$ cat src/rtl/lx_pkg.sv
package lx_pkg;
  localparam int unsigned MAX_NS = 5000;

  typedef enum logic [1:0] {
    ST_IDLE  = 2'd0,
    ST_SETUP = 2'd1,
    ST_PULSE = 2'd2
  } lx_state_e;
endpackage

$ cat src/rtl/lx_interval.sv
// Clamp an ns setting to MAX_NS and convert to whole clock cycles.
module lx_interval #(
  parameter int unsigned CLK_PERIOD_NS = 4,
  parameter int unsigned NS_W          = 16,
  parameter int unsigned CNT_W         = 13,
  parameter bit          MIN_ONE       = 1'b0
) (
  input  logic [NS_W-1:0]  ns_i,
  output logic [CNT_W-1:0] cyc_o
);
  import lx_pkg::*;

  logic [NS_W-1:0] clamp_ns;
  logic [NS_W-1:0] quot;

  always_comb begin
    clamp_ns = (ns_i > NS_W'(MAX_NS)) ? NS_W'(MAX_NS) : ns_i;
    quot     = clamp_ns / NS_W'(CLK_PERIOD_NS);
    if (MIN_ONE && quot == '0) quot = NS_W'(1);
    cyc_o    = quot[CNT_W-1:0];
  end
endmodule

$ cat src/rtl/lx_shadow.sv
// Shadow image of all lines; presents the updated group of a selected latch.
module lx_shadow #(
  parameter int unsigned N_LATCH = 2,
  parameter int unsigned N_DATA  = 8,
  parameter int unsigned IDX_W   = 5,
  parameter int unsigned LAT_W   = 1
) (
  input  logic              clk_i,
  input  logic              rst_ni,
  input  logic              we_i,
  input  logic [IDX_W-1:0]  idx_i,
  input  logic              bit_i,
  input  logic [LAT_W-1:0]  lat_i,
  output logic [N_DATA-1:0] grp_nx_o
);
  localparam int unsigned N_LINES = N_LATCH * N_DATA;

  logic [N_LINES-1:0] shadow_q;
  logic [N_LINES-1:0] shadow_nx;

  for (genvar g = 0; g < N_LINES; g++) begin : g_bit
    assign shadow_nx[g] = (we_i && idx_i == IDX_W'(g)) ? bit_i : shadow_q[g];
  end

  always_comb begin
    for (int j = 0; j < N_DATA; j++) begin
      grp_nx_o[j] = shadow_nx[int'(lat_i) * N_DATA + j];
    end
  end

  always_ff @(posedge clk_i or negedge rst_ni) begin
    if (!rst_ni) shadow_q <= '0;
    else         shadow_q <= shadow_nx;
  end
endmodule

$ cat src/rtl/lx_expander.sv
module lx_expander #(
  parameter int unsigned N_LATCH       = 2,
  parameter int unsigned N_DATA        = 8,
  parameter int unsigned CLK_PERIOD_NS = 4,
  parameter int unsigned NS_W          = 16,
  localparam int unsigned N_LINES      = N_LATCH * N_DATA,
  localparam int unsigned IDX_W        = $clog2(N_LINES) + 1
) (
  input  logic               clk_i,
  input  logic               rst_ni,
  input  logic               wr_valid_i,
  output logic               wr_ready_o,
  input  logic [IDX_W-1:0]   wr_idx_i,
  input  logic               wr_bit_i,
  input  logic [NS_W-1:0]    setup_ns_i,
  input  logic [NS_W-1:0]    strobe_ns_i,
  output logic [N_DATA-1:0]  data_o,
  output logic [N_LATCH-1:0] strobe_o,
  output logic               err_o,
  output logic [N_LINES-1:0] dir_out_o
);
  import lx_pkg::*;

  localparam int unsigned LAT_W = (N_LATCH > 1) ? $clog2(N_LATCH) : 1;
  localparam int unsigned CNT_W = $clog2(MAX_NS + 1);

  lx_state_e          state_q;
  logic [CNT_W-1:0]   cnt_q;
  logic [CNT_W-1:0]   str_q;
  logic [LAT_W-1:0]   lat_q;
  logic [CNT_W-1:0]   set_cyc;
  logic [CNT_W-1:0]   str_cyc;
  logic [N_DATA-1:0]  grp_nx;
  logic [IDX_W-1:0]   tgt_full;
  logic [LAT_W-1:0]   tgt;
  logic               in_range;
  logic               accept;
  logic               wr_en;

  assign dir_out_o  = '1;
  assign wr_ready_o = (state_q == ST_IDLE);
  assign in_range   = wr_idx_i < IDX_W'(N_LINES);
  assign accept     = wr_valid_i && wr_ready_o;
  assign wr_en      = accept && in_range;
  assign tgt_full   = wr_idx_i / IDX_W'(N_DATA);
  assign tgt        = tgt_full[LAT_W-1:0];

  lx_interval #(
    .CLK_PERIOD_NS(CLK_PERIOD_NS), .NS_W(NS_W), .CNT_W(CNT_W), .MIN_ONE(1'b0)
  ) u_setup (
    .ns_i (setup_ns_i),
    .cyc_o(set_cyc)
  );

  lx_interval #(
    .CLK_PERIOD_NS(CLK_PERIOD_NS), .NS_W(NS_W), .CNT_W(CNT_W), .MIN_ONE(1'b1)
  ) u_strobe (
    .ns_i (strobe_ns_i),
    .cyc_o(str_cyc)
  );

  lx_shadow #(
    .N_LATCH(N_LATCH), .N_DATA(N_DATA), .IDX_W(IDX_W), .LAT_W(LAT_W)
  ) u_shadow (
    .clk_i   (clk_i),
    .rst_ni  (rst_ni),
    .we_i    (wr_en),
    .idx_i   (wr_idx_i),
    .bit_i   (wr_bit_i),
    .lat_i   (tgt),
    .grp_nx_o(grp_nx)
  );

  always_ff @(posedge clk_i or negedge rst_ni) begin
    if (!rst_ni) begin
      state_q  <= ST_IDLE;
      cnt_q    <= '0;
      str_q    <= '0;
      lat_q    <= '0;
      data_o   <= '0;
      strobe_o <= '0;
      err_o    <= 1'b0;
    end else begin
      err_o <= 1'b0;
      unique case (state_q)
        ST_IDLE: begin
          if (accept) begin
            if (in_range) begin
              data_o  <= grp_nx;
              lat_q   <= tgt;
              cnt_q   <= set_cyc;
              str_q   <= str_cyc;
              state_q <= ST_SETUP;
            end else begin
              err_o <= 1'b1;
            end
          end
        end
        ST_SETUP: begin
          if (cnt_q == '0) begin
            strobe_o <= N_LATCH'(1) << lat_q;
            cnt_q    <= str_q - CNT_W'(1);
            state_q  <= ST_PULSE;
          end else begin
            cnt_q <= cnt_q - CNT_W'(1);
          end
        end
        ST_PULSE: begin
          if (cnt_q == '0) begin
            strobe_o <= '0;
            state_q  <= ST_IDLE;
          end else begin
            cnt_q <= cnt_q - CNT_W'(1);
          end
        end
        default: state_q <= ST_IDLE;
      endcase
    end
  end
endmodule

$ cat config.mk
export PLATFORM = sky130hd
export DESIGN_NAME = lx_expander
export DESIGN_NICKNAME = d
export VERILOG_FILES = /design/src/rtl/lx_pkg.sv /design/src/rtl/lx_interval.sv /design/src/rtl/lx_shadow.sv /design/src/rtl/lx_expander.sv
export SDC_FILE = /design/constraint.sdc
export NUM_CORES = 1
export LEC_CHECK = 0
export ABC_CLOCK_PERIOD_IN_PS = 2600
export BUFFER_PORTS_ARGS = -buffer_cell sky130_fd_sc_hd__buf_4
export CAP_MARGIN = 20
export CORE_MARGIN = 4
export CORE_UTILIZATION = 55
export CTS_CLUSTER_DIAMETER = 30
export DETAILED_ROUTE_END_ITERATION = 8
export HOLD_SLACK_MARGIN = 0.03
export MAX_ROUTING_LAYER = met4
export PLACE_DENSITY = 0.76
export SYNTH_ARGS = -nofsm -noshare
export SYNTH_HDL_FRONTEND = slang
export SYNTH_SLANG_ARGS = --single-unit
$ cat constraint.sdc
create_clock -name clk_i -period 2.6 [get_ports clk_i]
set_clock_uncertainty 0.1 [all_clocks]
set_input_delay 0.39 -clock clk_i [delete_from_list [all_inputs] [get_ports clk_i]]
set_output_delay 0.39 -clock clk_i [all_outputs]
set_load 0.005 [all_outputs]
# Yosys cells after proc, flatten, opt, wreduce, memory -nomap -nowiden

Index checks and enable logic that the tools add are counted.

Add/subtract/negate cells: 9
Magnitude comparators: 11
Equality and inequality tests: 22
Shift operators: 1
Muxes and demuxes: 50
Reductions and logical operators: 28

Operators by type and width:

| kind                                                                    | number |
|---|---|
| 32-bit by 5-bit < comparator with 1-bit output (second input constant)  | 7 |
| 13-bit 2-to-1 mux                                                       | 5 |
| 5-bit by 4-bit equality test with 1-bit output (second input constant)  | 8 |
| 13-bit one-hot mux with 3 select lines                                  | 1 |
| 16-bit by 13-bit > comparator with 1-bit output (second input constant) | 2 |
| 1-bit binary-select mux with 4-bit select                               | 7 |
| 1-bit 2-to-1 mux                                                        | 28 |
| 13-bit by 1-bit subtractor with 13-bit output (second input constant)   | 2 |
| 4-bit by 3-bit adder with 5-bit output (second input constant)          | 4 |
| 5-bit by 3-bit equality test with 1-bit output (second input constant)  | 4 |
| 1-bit logical AND                                                       | 18 |
| 16-bit logical NOT                                                      | 1 |
| 16-bit 2-to-1 mux                                                       | 1 |
| 15-bit 2-to-1 mux                                                       | 1 |
| 13-bit logical NOT                                                      | 1 |
| 4-bit by 2-bit adder with 5-bit output (second input constant)          | 2 |
| 5-bit by 2-bit equality test with 1-bit output (second input constant)  | 2 |
| 2-bit 2-to-1 mux                                                        | 5 |
| 4-bit AND reduction                                                     | 2 |
| 2-bit inequality test (second input constant)                           | 3 |
| 2-bit one-hot mux with 3 select lines                                   | 1 |
| 3-bit AND reduction                                                     | 2 |
| 4-bit by 1-bit adder with 5-bit output (second input constant)          | 1 |
| 5-bit by 1-bit equality test with 1-bit output (second input constant)  | 1 |
| 11 further kinds                                                        | 12 |

Register bits: 56
Output and inout bits: 28
Logic and storage cells: 129

# Depth between registers and ports, before layout

Depth in word-level cells: 7
Mapped depth: 9
Depth with buffers taken out: 7

# Modules after synthesis

A second synthesis with hierarchy kept.

Cells, all modules: 441
Area total of the unflattened synthesis: 3937.5 sq um

Modules (own cells, without submodules):

| module                 | instances | cells an instance | area each (sq um) | sequential area each (sq um) |
|---|---|---|---|---|
| lx_expander            | 1         | 303               | 2562.5            | 1001.0 |
| lx_shadow              | 1         | 92                | 1034.7            | 400.4 |
| lx_interval (u_strobe) | 1         | 26                | 180.2             | 0.0 |
| lx_interval (u_setup)  | 1         | 20                | 160.2             | 0.0 |

# Least setup slack after synthesis

OpenSTA, ideal clock, no wires.

Kind: reg2reg
Start point: register state_q[0]
End point: register data_o[0]
Library setup time: 126 ps
Arrival time: 2140 ps
Data required time: 2374 ps
Slack: 234 ps
Cell stages (with the launch flop): 8
Path through: dfrtp_1 -> inv_1 -> ha_1 -> nand3b_2 -> or3_1 -> nor3_1 -> mux2_2 -> a221o_1

Word-level cells in the longest chain between the ends: 7

Ends and longest elaborated chain:

| element                                              | RTL line           | RTL |
|---|---|---|
| start, declared                                      | lx_expander.sv:27  | `lx_state_e state_q;` |
| start signal, assigned                               | lx_expander.sv:76  | `state_q <= ST_IDLE;` |
| start signal, assigned                               | lx_expander.sv:93  | `state_q <= ST_SETUP;` |
| start signal, assigned                               | lx_expander.sv:103 | `state_q <= ST_PULSE;` |
| 2-bit logical NOT                                    | lx_expander.sv:41  | `assign wr_ready_o = (state_q == ST_IDLE);` |
| named net wr_ready_o                                 | lx_expander.sv:12  | `output logic wr_ready_o,` |
| 1-bit logical AND                                    | lx_expander.sv:43  | `assign accept = wr_valid_i && wr_ready_o;` |
| 1-bit logical AND                                    | lx_expander.sv:44  | `assign wr_en = accept && in_range;` |
| 1-bit logical AND                                    | lx_shadow.sv:22    | `assign shadow_nx[g] = (we_i && idx_i == IDX_W'(g)) ? bit_i : shadow_q[g];` |
| 1-bit 2-to-1 mux                                     | lx_shadow.sv:22    |  |
| named net u_shadow.shadow_nx[0]                      | lx_shadow.sv:19    | `logic [N_LINES-1:0] shadow_nx;` |
| 1-bit 2-to-1 mux (not written as such) (2 in series) | lx_shadow.sv:27    | `grp_nx_o[j] = shadow_nx[int'(lat_i) * N_DATA + j];` |
| end signal, assigned                                 | lx_expander.sv:89  | `data_o <= grp_nx;` |
| end, declared                                        | lx_expander.sv:17  | `output logic [N_DATA-1:0] data_o,` |

The timed path passes the listed nets, and every way through them passes these cells. The select of a mux whose other input is x is not followed.
A chain may end at the register's enable or synchronous reset.

# Final worst setup path

Start point: register state_q[0]
End point: register cnt_q[3]

Word-level cells in the longest chain between the ends: 4

Ends and longest elaborated chain:

| element                                                           | RTL line                             | RTL |
|---|---|---|
| 2-bit logical NOT                                                 | lx_expander.sv:41, lx_expander.sv:85 |  |
| 1-bit logical AND                                                 | lx_expander.sv:43                    |  |
| 2-bit by 1-bit inequality test with 1-bit output (no source line) | -                                    |  |
| 4-bit AND reduction (no source line)                              | -                                    |  |
| end signal, assigned                                              | lx_expander.sv:91                    | `cnt_q <= set_cyc;` |
| end signal, assigned                                              | lx_expander.sv:102                   | `cnt_q <= str_q - CNT_W'(1);` |
| end signal, assigned                                              | lx_expander.sv:105                   | `cnt_q <= cnt_q - CNT_W'(1);` |
| end, declared                                                     | lx_expander.sv:28                    | `logic [CNT_W-1:0] cnt_q;` |

Parallel ways exist; a longest one is shown, timed or not.

==> flow_summary_export.csv <==
group,metric,value,unit
clock_network,root_buffer,"clkbuf_8",
routing,vias,2744,
synthesis,ys_seq_area_frac,0.420,
timing,fin_crit_sh,0.941,
pwr,swShare,0.353,
timing,tightest_slew,0.703,ns
clock_network,ctsHoldBuffers,0,
synthesis,ys_seq_elements,56,
placed_design,hpwlAfterDp,5760,um
global_routing,antenna_found_initial,0,
pwr,power_leakage,1.71,nW
global_routing,grt_pass1_vias,2721,
global_routing,grt_pass1_wl,13100,um
worst_setup_path,arrival,2.56,ns
placed_design,placement.io_buffers,52,
routing,via_per_inst,5.86,
die,dieArea,7380,um^2
timing,finalHoldViolations,0,
final_layout,drive_above_1_share,0.257,
worst_setup_path,critical-path-slowest-cell,"a2111oi_4",
synthesis,synth_edf_count,0,
timing,tns,0,ns
final_layout,final_common_cell,"buf_4",
die,ioPinCount,69,
timing,setup_ws,0.153,ns
placed_design,post-place-ws,0.236,ns
pwr,comb_power_share,0.394,
timing,setup-violations-final,0,
routing,first_pass_iters,5,
final_layout,final_cell_mix,"buf_4 (64), dfrtp_1 (56), nand2_1 (22), nor2_1 (18), conb_1 (16)",
global_routing,track_usage,0.226,
synthesis,synth-async-reset-ratio,1.00,
final_layout,antenna_cells,0,
flow_run,drv_cap,0,
final_layout,num-nets-final,439,
worst_hold_path,holdCritPathClass,"primary input to asynchronous set/reset pin",
timing,slew_violations,0,
clock_network,max-clock-path-buffers,2,
clock_network,cts_max_level,2,
clock_network,clkLatencyLatePin,0.31,ns
routing,drtIter0Drc,154,
clock_network,cts_resized,0,
synthesis,synth_top_flop_cell,"dfrtp_1",
synthesis,synth_area_per_cell,9.90,um^2
pwr,power_frac_clock,0.197,
die,core_area,5920,um^2
routing,wl,7700,um
pwr,power.density,778,nW/um^2
timing,rsz0062_at_grt,"false",
timing,min_period,2.45,ns
synthesis,synth_area,3340,um^2
routing,drc,0,
die,std_cell_rows,28,
global_routing,grt_max_degree,57,
worst_setup_path,cp_data_required_time,2.72,ns
pwr,ir_drop,394,uV
final_layout,area_delta_synth_final,16.6,%
clock_network,cts_sinks,56,
routing,avgRoutedWirePerCell,16.4,um
timing,relSlewSlack,0.531,
worst_setup_path,start_kind,"flip-flop",
clock_network,cts_setup_buffers,0,
pwr,p_switching,1.07,mW
timing,fmaxAchievable,409,MHz
placed_design,place_congestion,0.998,
pwr,seqPwrFrac,0.408,
synthesis,syn_inst,337,
synthesis,yosysUniqueCellTypes,63,
worst_setup_path,path_class,"flip-flop to flip-flop",
routing,postRouteAntennaNets,0,
run_status,status,"completed",
clock_network,cts-buffers-inserted,5,
clock_network,cts_tree,"yes",
worst_setup_path,end_kind,"flip-flop",
die,die_h,85.9,um
clock_network,clkSlewWorstSetupHoldPaths,0.11,ns
global_routing,overflow,0,
worst_setup_path,path_cells,"inv_1 > ha_1 > or4_1 > nand2b_1 > a2111oi_4 > a22oi_1 > o31ai_1",
worst_setup_path,cpPeakStageDelay,0.51,ns
die,start_util,0.564,
pwr,p_int,1.96,mW
synthesis,yosysWarnings,0,
worst_setup_path,worstPathMaxFanout,7,
die,die_x,85.9,um
==> registers in the layout, indices dropped and copies added, names as in the netlist <==
signal,flops
cnt_q,13
data_o,8
err_o,1
lat_q,1
state_q,2
str_q,13
strobe_o,2
u_shadow.shadow_q,16
==> Yosys cell counts (all sizes together), types with 6 or more instances <==
cell type / n / share of area
a21oi: 13 / 0.021
a221o: 9 / 0.027
and2: 11 / 0.021
buf: 24 / 0.050
clkbuf: 7 / 0.0079
dfrtp: 56 / 0.42
ha: 6 / 0.022
inv: 10 / 0.011
mux2: 16 / 0.055
nand2: 22 / 0.025
nand2b: 7 / 0.013
nand3: 7 / 0.010
nor2: 18 / 0.020
nor3: 17 / 0.028
nor4: 8 / 0.017
o21ai: 11 / 0.016
o31ai: 9 / 0.020
xnor2: 12 / 0.031
==> layout make-up <==
class | instances | area, um^2
fill | 512 | 2030
multi-input combinational | 255 | 1760
clock buffer | 5 | 68.8
clock inverter | 3 | 46.3
sequential | 56 | 1400
timing repair buffer | 64 | 480
inverter | 10 | 37.5
tap | 75 | 93.8
==> per-layer routing <==
metal / wire [um] / global-route usage
met3: 439 / 0.0327
met1: 3570 / 0.322
met5: 0 / -
met2: 3610 / 0.341
met4: 76 / 0.0576
==> worst paths after layout <==
kind / startpoint / endpoint / slack [ns] / depth (start not counted)
worst max-delay path: state_q[0]$_DFFE_PN0P_ / cnt_q[3]$_DFFE_PN0P_ / 0.15 / 7
worst min-delay path: rst_ni / cnt_q[4]$_DFFE_PN0P_ / 0.02 / 1
worst max register to register: state_q[0]$_DFFE_PN0P_ / cnt_q[3]$_DFFE_PN0P_ / 0.15 / 7
worst min register to register: u_shadow.shadow_q[4]$_DFF_PN0_ / u_shadow.shadow_q[4]$_DFF_PN0_ / 0.41 / 1
max in group asynchronous: rst_ni / u_shadow.shadow_q[4]$_DFF_PN0_ / 1.91 / 1
min in group clk_i: setup_ns_i[6] / cnt_q[4]$_DFFE_PN0P_ / 0.17 / 3
==> stage by stage <==
step	power, mW	std cells	hold slack [ns]	area (um^2)	utilization
3_3_place_gp	2.41	460	0.378	3770	0.638
3_5_place_dp	2.43	460	0.382	3770	0.638
2_1_floorplan	1.99	352	-0.00559	3390	-
5_1_grt	3.23	468	0.0751	3890	0.657
6_report	3.03	468	0.0197	3890	0.657
4_1_cts	3.04	468	0.0372	3890	0.657
==> kinds of logic (layout without fill, tap and decap cells) <==
family                     Yosys count  in the layout  share of synthesized area
DFF                                 56             56                      0.420
AOI/OAI and AO/OA                   81             81                      0.189
buffers and inverters               41             82                     0.0690
other                                1             16                    0.00112
xor gates and xnor gates            15             15                     0.0394
and+or+nand+nor                    120            120                      0.201
adders and majority gates            6              6                     0.0225
muxes                               17             17                     0.0581
==> power groups by stage <==
stage / logic (mW) / clock network [mW] / registers, mW
after global placement: 1.17 / 0 / 1.24
after floorplan: 0.772 / 0 / 1.22
after global routing: 1.32 / 0.644 / 1.27
after detailed placement: 1.18 / 0 / 1.25
final: 1.19 / 0.596 / 1.24
after CTS: 1.19 / 0.613 / 1.23
==> critical path, delay by kind of cell, from the launching register on <==
kind            cells  cell delay, ns
flops               1            0.40
fa+ha+maj           1            0.33
simple gates        2            0.66
buf+inv             1            0.09
compound gates      3            0.77
Note: power is estimated with default switching activity, not from simulation.
